--- src/rtl/cond_flag_reg.sv ---
module cond_flag_reg #(
  parameter int GP_W  = 8,
  parameter int MSG_W = 8,
  parameter int TMR_W = 2
) (
  input  logic                   clk,
  input  logic                   rst_n,
  input  logic                   host_we,
  input  logic [GP_W-1:0]        host_set,
  input  logic [GP_W-1:0]        host_clr,
  input  logic                   seq_we,
  input  logic [GP_W-1:0]        seq_set,
  input  logic [GP_W-1:0]        seq_clr,
  input  logic                   tmr_we,
  input  logic [TMR_W-1:0]       tmr_mask,
  input  logic [TMR_W-1:0]       tmr_val,
  input  logic [MSG_W-1:0]       msg_cc,
  output logic [MSG_W+GP_W-1:0]  cc_vec
);

  localparam int HI_W = GP_W - TMR_W;

  logic [GP_W-1:0] gp_q, after_host, after_seq, gp_d;
  logic [GP_W-1:0] tmr_mask_w, tmr_val_w;

  function automatic logic [GP_W-1:0] apply_masks(
    input logic [GP_W-1:0] v, input logic [GP_W-1:0] s, input logic [GP_W-1:0] c);
    return ((v | s) & ~c) | (~v & s & c);
  endfunction

  assign tmr_mask_w = {{HI_W{1'b0}}, tmr_mask & {TMR_W{tmr_we}}};
  assign tmr_val_w  = {{HI_W{1'b0}}, tmr_val};

  assign after_host = host_we ? apply_masks(gp_q, host_set, host_clr) : gp_q;
  assign after_seq  = seq_we  ? apply_masks(after_host, seq_set, seq_clr) : after_host;
  assign gp_d       = (after_seq & ~tmr_mask_w) | (tmr_val_w & tmr_mask_w);

  always_ff @(posedge clk or negedge rst_n)
    if (!rst_n) gp_q <= '0;
    else        gp_q <= gp_d;

  assign cc_vec = {msg_cc, gp_q};

  AST_RESET_CLEAR: assert property (@(posedge clk)
    !rst_n |-> cc_vec[GP_W-1:0] == '0);

  AST_IDLE_HOLD: assert property (@(posedge clk) disable iff (!rst_n)
    !host_we && !seq_we && !tmr_we |=> $stable(cc_vec[GP_W-1:0]));

  AST_TMR_UPPER_UNTOUCHED: assert property (@(posedge clk) disable iff (!rst_n)
    tmr_we && !host_we && !seq_we |=> $stable(cc_vec[GP_W-1:TMR_W]));

  AST_SEQ_SET_WINS: assert property (@(posedge clk) disable iff (!rst_n)
    seq_we && !tmr_we |=> ((cc_vec[GP_W-1:0] & $past(seq_set & ~seq_clr))
                           == $past(seq_set & ~seq_clr)));

  AST_SEQ_CLR_WINS: assert property (@(posedge clk) disable iff (!rst_n)
    seq_we && !tmr_we |=> ((cc_vec[GP_W-1:0] & $past(seq_clr & ~seq_set)) == '0));

  AST_TMR_VALUE: assert property (@(posedge clk) disable iff (!rst_n)
    tmr_we |=> ((cc_vec[TMR_W-1:0] & $past(tmr_mask))
                == ($past(tmr_val) & $past(tmr_mask))));

endmodule

--- config.mk ---
export PLATFORM = sky130hd
export DESIGN_NAME = cond_flag_reg
export DESIGN_NICKNAME = d
export VERILOG_FILES = /design/src/rtl/cond_flag_reg.sv
export SDC_FILE = /design/constraint.sdc
export NUM_CORES = 1
export LEC_CHECK = 0
export ABC_AREA = 1
export BUFFER_PORTS_ARGS = -buffer_cell sky130_fd_sc_hd__buf_2
export CORE_ASPECT_RATIO = 0.8
export CORE_UTILIZATION = 35
export CTS_BUF_LIST = sky130_fd_sc_hd__clkbuf_4 sky130_fd_sc_hd__clkbuf_8
export DETAILED_ROUTE_END_ITERATION = 8
export GPL_TIMING_DRIVEN = 0
export HOLD_SLACK_MARGIN = 0.15
export PLACE_DENSITY = 0.77
export SLEW_MARGIN = 25
export SYNTH_ARGS = -nofsm -noshare
export SYNTH_HDL_FRONTEND = slang
export SYNTH_SLANG_ARGS = --single-unit
--- constraint.sdc ---
create_clock -name clk -period 1.5 [get_ports clk]
set_clock_uncertainty 0.15 [all_clocks]
set_input_delay 0.075 -clock clk [delete_from_list [all_inputs] [get_ports clk]]
set_output_delay 0.075 -clock clk [all_outputs]
set_load 0.01 [all_outputs]
# After elaboration in Yosys (flattened, before gate mapping)
# Cells that the tools add are included.
[totals]
regBits = 8
latchBits = 0
mem_bits_rw = 0
rom_bits = 0
input_bits = 49
out_inout_bits = 16
wordCells = 22
mem_count = 0
[op_classes]
n_addsub = 0
multipliers = 0
div = 0
magnitude_cmp = 0
eq_ne = 0
n_shift = 0
n_mux = 2
n_bitwise = 19
reduce_logical = 0
[ops]
columns = ["cell", "count"]
rows = [
  ["AND 8 bit", 7],
  ["inverter 8 bit", 4],
  ["OR 8 bit", 4],
  ["two-way mux 8 bit", 2],
  ["inverter 2 -> 8 bit", 1],
  ["OR 8 x 2 -> 8 bit", 1],
  ["AND 2 bit", 2],
]

# Depth between registers and ports, before layout
# Gate-level depths: netlist (run 1).
[logic_depth]
ltp_word = 12
ltp_mapped = 8
depth_no_buf = 6

# Worst setup path after synthesis (run 1)
# OpenSTA, ideal clock, no wires.
[synth_timing]
kind = "register to register"
from = "register gp_q[7]"
to = "register gp_q[7]"
setup_time_ns = 0.117
arrival_ns = 0.717
required_time_ns = 1.233
slack_ns = 0.516
stages_incl_launch_ff = 7
n_path_buf = 0
synth_period_minus_slack_ns = 0.984
path_cell_list = "dfrtp_1 inv_1 nand2_1 nand2_1 nand2_1 o21ai_1 inv_1"
[synth_via]
elab_chain_cells = 12
elab_cells_between_ends = 16
cone_classes = "mux: 2; bitwise: 14"
[synth_lines]
columns = ["item", "line", "rtl"]
rows = [
  ["start: declaration", "23", "logic [GP_W-1:0] gp_q, after_host, after_seq, gp_d;"],
  ["start signal: assignment", "40", "else gp_q <= gp_d;"],
  ["inverter 8 bit", "28", "return ((v | s) & ~c) | (~v & s & c);"],
  ["AND 8 bit (2 in a row)", "28", ""],
  ["OR 8 bit", "28", ""],
  ["two-way mux 8 bit (*)", "34", "assign after_host = host_we ? apply_masks(gp_q, host_set, host_clr) : gp_q;"],
  ["inverter 8 bit", "28", ""],
  ["AND 8 bit (2 in a row)", "28", ""],
  ["OR 8 bit", "28", ""],
  ["two-way mux 8 bit (*)", "35", "assign after_seq = seq_we ? apply_masks(after_host, seq_set, seq_clr) : after_host;"],
  ["via after_seq[7]", "23", ""],
  ["AND 8 bit (*)", "36", "assign gp_d = (after_seq & ~tmr_mask_w) | (tmr_val_w & tmr_mask_w);"],
  ["OR 8 x 2 -> 8 bit (*)", "36", ""],
]
# Mark *: on every way through the listed nets, which the timed path passes. The rest lies on a longest branch.

# Final worst setup path (run 1)
[layout_timing]
from = "input tmr_mask[1]"
to = "register gp_q[1]"
[layout_via]
elab_chain_cells = 4
elab_cells_between_ends = 5
cone_classes = "bitwise: 5"
[layout_lines]
columns = ["item", "line", "rtl"]
rows = [
  ["start: declaration", "15", "input logic [TMR_W-1:0] tmr_mask,"],
  ["AND 2 bit (*)", "31", "assign tmr_mask_w = {{HI_W{1'b0}}, tmr_mask & {TMR_W{tmr_we}}};"],
  ["inverter 2 -> 8 bit", "36", ""],
  ["AND 8 bit", "36", ""],
  ["OR 8 x 2 -> 8 bit (*)", "36", ""],
  ["via gp_d[1]", "23", ""],
]
# Marked as above.

==> impl_metrics.tcl, run 1 <==
set metrics [dict create \
    syn_nets 157 \
    grt_setup_unrepaired "no" \
    drc 0 \
    leakage_nw 0.831 \
    status "finished, final reports clean" \
    via_per_inst 4.75 \
    grt_use_total_pct 31.7 \
    gp_congestion 0.756 \
    cts_htree_levels 1 \
    max_freq_mhz 694 \
    drt_iter0_drc 20 \
    clock_latency_ns 0.25 \
    yosysSeqAreaShare_pct 29.3 \
    ys_warn_count 0 \
    stdcell_area_sq_um 1460 \
    seqCellArea_sq_um 200 \
    final_nets 261 \
    top_register "gp_q" \
    place_area_sq_um 981 \
    firstDrtPassIters 4 \
    grt_pass1_wl_um 4910 \
    worstPathArrival_ns 1.44 \
    cts_sinks 8 \
    synth_area_sq_um 683 \
    synth-compound-area-share_pct 4.40 \
    hold_violations 0 \
    grt_pass1_vias 1152 \
    cp.required_ns 1.50 \
    cts_root_buf "clkbuf_4" \
    worst_slew_pin_slew_ns 0.388 \
    top_regs "gp_q: 8 flops" \
    yosys.area_share.xor_xnor_pct 0 \
    start_util_pct 39.6 \
    min_path_type "input pin to flop" \
    path_clk_slew_ns 0.05 \
    drive_gt1_share_pct 35.7 \
    ir_drop_uv 708 \
    synthMuxAreaShare_pct 0 \
    synthAdderAreaFrac_pct 0 \
    worstSetupPathType "input pin to flop" \
    dieArea_sq_um 2130 \
    final-setup-viol-count 0 \
    multi_input_comb_area_sq_um 320 \
    fill_cells 108 \
    drv_cap 0 \
    finalCriticalPeriod_ns 1.44 \
    drtAntennaViolNets 0 \
    synth_top_family_by_area "simple AND/OR/NAND/NOR gates" \
    syn_inst 108 \
    antenna_found_initial 0 \
    die_w_um 51.4 \
    die_height_um 41.5 \
    fin_crit_sh_pct 96.0 \
    post-cts-setup-buffers 0 \
    cp-end-kind "flop" \
    num_io_pins 65 \
    drv_slew 0 \
    grt_max_degree 11 \
    grt_overflow_total 0 \
    io_buffers 54 \
    largest_reg_flops 8 \
    cts_buffer_depth 2 \
    ys_seq_elements 8 \
    avgSynthCellArea_sq_um 6.33 \
    dr_total_vias 1102 \
    worst-path-max-fanout 2 \
    finalSetupTns_ns 0 \
    area_delta_synth_final_pct 114 \
    slew_headroom_pct 74.0 \
    synth_cell_types 11 \
    pwr_density_cell_nw_per_um2 613 \
    critPathLaunchType "input pin" \
    dp.final_hpwl_um 1400 \
    rows 13 \
    yosys.area_share.simple_pct 41.8 \
    cts_tree "yes" \
    wire_per_inst_um 13.0 \
    drt_wl_total_um 3010 \
    n_antenna_cell 0 \
    cts_made_buffers 3 \
    core_area_sq_um 1720 \
]
final timing paths:
path	startpoint	end	slack, ns	depth (start not counted)
max in group asynchronous	rst_n	gp_q[1]	0.26	3
worst min-delay path	seq_we	gp_q[5]	0.15	5
min in group asynchronous	rst_n	gp_q[0]	0.67	3
worst max register to register	gp_q[7]	gp_q[7]	0.41	6
worst min register to register	gp_q[5]	gp_q[5]	0.50	4
worst max-delay path	tmr_mask[1]	gp_q[1]	0.06	6
what timing repair did:
item	4_1_cts	5_1_grt
hold endpoints to repair	16	4
setup endpoints to repair	0	4
hold buffers	48	2
gates resized for setup	0	1
synthesized netlist by cell type, drive strengths merged:
cell	count	share of area, %
buf	12	16
nand2	52	29
inv	16	8.8
dfrtp	8	29
o21ai	6	4.4
nand3	14	12
power breakdown:
group | internal [mW] | switching, mW
Sequential | 0.258 | 0.0373
Combinational | 0.230 | 0.204
Clock | 0.0916 | 0.0734
per-layer routing:
metal / vias to the layer above / wire length (um) / track usage (%)
li1: 525 / - / -
met1: 511 / 1040 / 29.4
met2: 52 / 1720 / 62.3
met3: 14 / 141 / 6.96
met4: 0 / 112 / 16.2
met5: - / 0 / 0
layout make-up:
| type | instances | share of cell area, % |
|---|---|---|
| Multi-Input combinational cell | 72 | 22.0 |
| Timing Repair Buffer | 99 | 49.4 |
| Clock buffer | 3 | 1.54 |
| Tap cell | 22 | 1.89 |
| Inverter | 16 | 4.12 |
| Sequential cell | 8 | 13.7 |
| Buffer | 12 | 7.38 |
critical path, stage by stage:
cell	delay (ns)
dlygate4sd3_1	0.53
buf_2	0.11
nand2_1	0.04
dlygate4sd3_1	0.55
nand3_1	0.08
nand2_1	0.05
through the flow:
step | total power [mW] | setup WS (ns) | hold slack (ns) | util (%) | std cells
after floorplan | 0.479 | 0.516 | -0.371 | - | 108
after global placement | 0.599 | 0.534 | -0.223 | 56.9 | 184
after detailed placement | 0.609 | 0.511 | -0.226 | 56.9 | 184
after CTS | 0.870 | 0.0287 | 0.156 | 86.1 | 235
after global routing | 0.956 | 0.00822 | 0.182 | 84.6 | 232
final | 0.894 | 0.0597 | 0.148 | 84.6 | 232
cells by family after synthesis:
family / after synthesis
DFF: 8
AOI/OAI and AO/OA: 6
and+or+nand+nor: 66
buffers and inverters: 28
cell usage in the layout (no fill, tap or decap):
| cell type | count |
|---|---|
| buf_4 | 8 |
| inv_1 | 16 |
| buf_6 | 2 |
| o21ai_1 | 6 |
| buf_2 | 55 |
| buf_12 | 1 |
| nand3_2 | 4 |
| nand2_2 | 2 |
| nand3_1 | 10 |
| dlygate4sd3_1 | 45 |
| nand2_1 | 50 |
| clkbuf_4 | 3 |
| dfrtp_1 | 8 |
Note: power is estimated with default switching activity, not from simulation.
==> inputs of run 2 (changes only) <==
- GPL_TIMING_DRIVEN: 0 -> 1
- PLACE_DENSITY: 0.77 -> 0.75
==> run 2 against run 1 <==
Effect of this change:
- cell count fell by 3.9%
- clock power rose by 9.7%
- global-route usage rose by 3.9 points
- highest routed layer unchanged
- routed wire length rose by 7.7%
- count of clock-buffer cells in the layout did not move
- flip-flop and latch count did not move
- hold slack got worse by 0.067 ns
- first-iteration DRC count fell by 15%
==> impl_metrics.tcl, run 2 (same netlist as run 1, synthesis figures left out) <==
set metrics [dict create \
    worstPathArrival_ns 1.47 \
    dr_total_vias 1105 \
    drtAntennaViolNets 0 \
    cts_sinks 8 \
    grt_overflow_total 0 \
    antenna_found_initial 1 \
    drt_wl_total_um 3250 \
    grt_pass1_vias 1193 \
    grt_pass1_wl_um 5420 \
    slew_headroom_pct 73.0 \
    core_area_sq_um 1720 \
    drc 0 \
    crit_chain "dlygate4sd3_1 -> buf_2 -> nand2_1 -> dlygate4sd3_1 -> nand3_1 -> nand2_1" \
    cp-end-kind "flop" \
    via_per_inst 4.96 \
    dp.cells 166 \
    holdPathStages 4 \
    critPathLaunchType "input pin" \
    cts_made_buffers 3 \
    cp.required_ns 1.51 \
    finalSetupTns_ns 0 \
    min_path_type "input pin to flop" \
    final_cells 223 \
    final_nets 251 \
    cts_buffer_depth 2 \
    grt_setup_unrepaired "no" \
    status "finished, final reports clean" \
    reg2regPathDepth 6 \
    design_power_total_mw 0.905 \
    finalCriticalPeriod_ns 1.46 \
    hold_end "gp_q[3]" \
    fin_util_pct 81.7 \
    ir_drop_uv 430 \
    cts_htree_levels 1 \
    top_regs "gp_q: 8 flops" \
    die_height_um 41.5 \
    worst-path-max-fanout 2 \
    post-cts-setup-buffers 0 \
    pwr_density_cell_nw_per_um2 643 \
    top_register "gp_q" \
    dieArea_sq_um 2130 \
    mostFrequentLayoutCells "dlygate4sd3_1, nand2_1, buf_2" \
    grt_max_degree 17 \
    die_w_um 51.4 \
    wire_per_inst_um 14.6 \
    fin_crit_sh_pct 97.6 \
    firstDrtPassIters 5 \
    hold_violations 0 \
    drv_slew 0 \
    start_util_pct 39.6 \
    final_common_cell "dlygate4sd3_1" \
    area_delta_synth_final_pct 106 \
    path_buf_inv 3 \
    largest_reg_flops 8 \
    leakage_nw 0.780 \
    cts_tree "yes" \
    ff2ff_setup_slack_ns 0.36 \
    gp_congestion 0.658 \
    max_stage_delay_ns 0.56 \
    num_io_pins 65 \
    max_freq_mhz 683 \
    holdWs_ns 0.0810 \
    grt_use_total_pct 35.6 \
    cts_root_buf "clkbuf_4" \
    drv_cap 0 \
    final-setup-viol-count 0 \
    clock_latency_ns 0.26 \
    rows 13 \
    crit_family "buffers and inverters" \
    path_clk_slew_ns 0.06 \
    dp.final_hpwl_um 1240 \
    crit_slowest_cell "dlygate4sd3_1" \
    drt_iter0_drc 17 \
    r2r-start "gp_q[6]" \
    r2r_end "gp_q[6]" \
    worstSetupPathType "input pin to flop" \
    worst_slew_pin_slew_ns 0.404 \
    drive_gt1_share_pct 29.0 \
    io_buffers 48 \
    worstHoldStart "seq_we" \
]
run 2: through the flow:
| step | setup slack [ns] | cell area (sq um) |
|---|---|---|
| 2_1_floorplan | 0.516 | 683 |
| 3_3_place_gp | 0.495 | 843 |
| 3_5_place_dp | 0.476 | 843 |
| 4_1_cts | 0.0239 | 1510 |
| 5_1_grt | 0.0154 | 1410 |
| 6_report | 0.0360 | 1410 |
run 2: routing by layer:
layer	part of all wire, %	track usage [%]
met5	0	0
met4	6.3	24.3
met3	9.4	12.8
met2	50	62.6
met1	34	33.9
run 2: worst min-delay path: stages:
cell	delay [ns]
buf_2	0.20
nand2_1	0.09
o21ai_1	0.05
inv_1	0.04
run 2: final cells by class:
class	count	area, sq um
tap	22	27.5
clock buffer	3	22.5
multi-input combinational	72	323
timing repair buffer	101	773
inverter	16	60.1
fill	101	315
sequential	8	200
antenna	1	2.50
run 2: timing repair:
| action | CTS | global route |
|---|---|---|
| hold endpoints to repair | 24 | 1 |
| hold buffers | 64 | 1 |
| setup endpoints to repair | 0 | 8 |
| resized for setup | 0 | 3 |
run 2: power by group:
group          switching, mW  leakage (nW)  total, mW  internal, mW
clock network         0.0882        0.0138      0.181        0.0926
logic                  0.217         0.676      0.433         0.216
registers             0.0347        0.0903      0.292         0.257
total                  0.340         0.780      0.905         0.566
run 2: how the worst max path moves through the flow:
stage	startpoint	end	depth (start not counted)	slack (ns)
5_1_grt	tmr_mask[0]	gp_q[0]	6	0.02
6_report	tmr_mask[0]	gp_q[0]	6	0.04
2_1_floorplan	gp_q[7]	gp_q[7]	6	0.52
3_3_place_gp	host_we	gp_q[4]	6	0.49
4_1_cts	seq_set[1]	gp_q[1]	7	0.02
3_5_place_dp	host_we	gp_q[3]	6	0.48
==> inputs of run 3 (changes only) <==
- RECOVER_POWER: default -> 100
==> run 3 against run 2 <==
Effect of this change:
- global-route usage unchanged
- first-iteration DRC count down 12%
- total power down 1.7%
- final area down 0.71%
- critical path depth stayed put
- combinational power fell by 4%
- critical endpoint unchanged
- largest power group unchanged
==> impl_metrics.tcl, run 3 (same netlist as run 1, synthesis figures left out) <==
set metrics [dict create \
    status "finished, final reports clean" \
    max_stage_delay_ns 0.56 \
    final-setup-viol-count 0 \
    worst-path-max-fanout 2 \
    finalSetupTns_ns 0 \
    leakage_nw 0.760 \
    crit_slowest_cell "dlygate4sd3_1" \
    holdWs_ns 0.154 \
    grt_use_total_pct 35.6 \
    top_register "gp_q" \
    dp.cells 166 \
    crit_family "buffers and inverters" \
    min_path_type "input pin to flop" \
    grt_overflow_total 0 \
    top_regs "gp_q: 8 flops" \
    die_height_um 41.5 \
    drt_wl_total_um 3250 \
    cp.required_ns 1.50 \
    cts_buffer_depth 2 \
    dr_total_vias 1102 \
    ir_drop_uv 433 \
    ff2ff_setup_slack_ns 0.35 \
    io_buffers 48 \
    critPathLaunchType "input pin" \
    cts_htree_levels 1 \
    grt_max_degree 17 \
    p_switching_mw 0.338 \
    area_delta_synth_final_pct 105 \
    fin_util_pct 81.1 \
    cts_root_buf "clkbuf_4" \
    max_freq_mhz 679 \
    post-cts-setup-buffers 0 \
    p_clk_share_pct 20.1 \
    rows 13 \
    worstSetupPathType "input pin to flop" \
    cts_sinks 8 \
    gp_congestion 0.658 \
    cts_made_buffers 3 \
    cp-end-kind "flop" \
    cts_tree "yes" \
    hold_violations 0 \
    final_cells 223 \
    pwr_density_cell_nw_per_um2 637 \
    firstDrtPassIters 4 \
    drc 0 \
    mostFrequentLayoutCells "dlygate4sd3_1, nand2_1, buf_2" \
    design_power_total_mw 0.890 \
    die_w_um 51.4 \
    drtAntennaViolNets 0 \
    path_clk_slew_ns 0.06 \
    final_nets 251 \
    grt_pass1_wl_um 5420 \
    internal_power_mw 0.552 \
    start_util_pct 39.6 \
    holdPathStages 4 \
    drive_gt1_share_pct 25.0 \
    antenna_found_initial 1 \
    final_common_cell "dlygate4sd3_1" \
    hold_end "gp_q[3]" \
    grt_pass1_vias 1193 \
    clock_latency_ns 0.26 \
    dp.final_hpwl_um 1240 \
    crit_chain "dlygate4sd3_1 -> buf_2 -> nand2_1 -> dlygate4sd3_1 -> nand3_1 -> nand2_1" \
    drv_cap 0 \
    drv_slew 0 \
    worst_slew_pin_slew_ns 0.401 \
    largest_reg_flops 8 \
    pwr-share-seq_pct 33.1 \
    slew_headroom_pct 73.2 \
    drt_iter0_drc 15 \
    via_per_inst 4.94 \
    combPwrFrac_pct 46.8 \
    fin_crit_sh_pct 98.1 \
    path_buf_inv 3 \
    finalCriticalPeriod_ns 1.47 \
    worstHoldStart "seq_we" \
    reg2regPathDepth 6 \
    num_io_pins 65 \
    worstPathArrival_ns 1.48 \
    dieArea_sq_um 2130 \
    r2r_end "gp_q[6]" \
    grt_setup_unrepaired "no" \
    p_sw_share_pct 38.0 \
    core_area_sq_um 1720 \
    wire_per_inst_um 14.6 \
    fill_cells 105 \
    r2r-start "gp_q[6]" \
]
## run 3: cell count changes in the layout (fill, tap and decap cells not counted), sizes merged
| cell | change |
|---|---|
| clkbuf | +9 |
| buf | -9 |
## run 3: worst min-delay path, cell delays in order
cell and delay (ns):
clkbuf_2 0.23, nand2_1 0.10, o21ai_0 0.07, inv_1 0.05
## run 3: worst max-delay path by stage
stage                      startpoint  endpoint  slack (ns)  cells after the start
final                     tmr_mask[0]   gp_q[0]        0.03                      6
after global routing      tmr_mask[0]   gp_q[0]        0.02                      6
after CTS                  seq_set[1]   gp_q[1]        0.02                      7
after detailed placement      host_we   gp_q[3]        0.48                      6
after global placement        host_we   gp_q[4]        0.49                      6
after floorplan               gp_q[7]   gp_q[7]        0.52                      6
## run 3: final cells by class
class / instances / area [sq um] / area share [%]
Timing Repair Buffer: 101 / 763 / 54.6
Multi-Input combinational cell: 72 / 323 / 23.1
Sequential cell: 8 / 200 / 14.3
Inverter: 16 / 60.1 / 4.29
Tap cell: 22 / 27.5 / 1.97
Clock buffer: 3 / 22.5 / 1.61
Antenna cell: 1 / 2.50 / 0.179
## run 3: metrics by stage
stage	setup slack, ns	instance area (sq um)
2_1_floorplan	0.516	683
3_3_place_gp	0.495	843
3_5_place_dp	0.476	843
4_1_cts	0.0239	1510
5_1_grt	0.0154	1400
6_report	0.0280	1400
## run 3: layer usage
layer	track usage, %	vias up	wire, um
li1	-	504	-
met1	33.9	491	1090
met2	62.6	84	1660
met3	12.8	23	297
met4	24.3	0	208
met5	0	-	0
## run 3: power by group through the flow
| stage | clock network (mW) | registers, mW | logic [mW] |
|---|---|---|---|
| after floorplan | 0 | 0.312 | 0.167 |
| after global placement | 0 | 0.291 | 0.266 |
| after detailed placement | 0 | 0.293 | 0.274 |
| after CTS | 0.169 | 0.290 | 0.408 |
| after global routing | 0.199 | 0.298 | 0.457 |
| final | 0.179 | 0.295 | 0.417 |
## run 3: what timing repair did
action / in CTS / in global routing
endpoints found under the setup margin: 0 / 8
gates resized for setup: 0 / 3
hold buffers: 64 / 1
hold endpoints to repair: 24 / 1
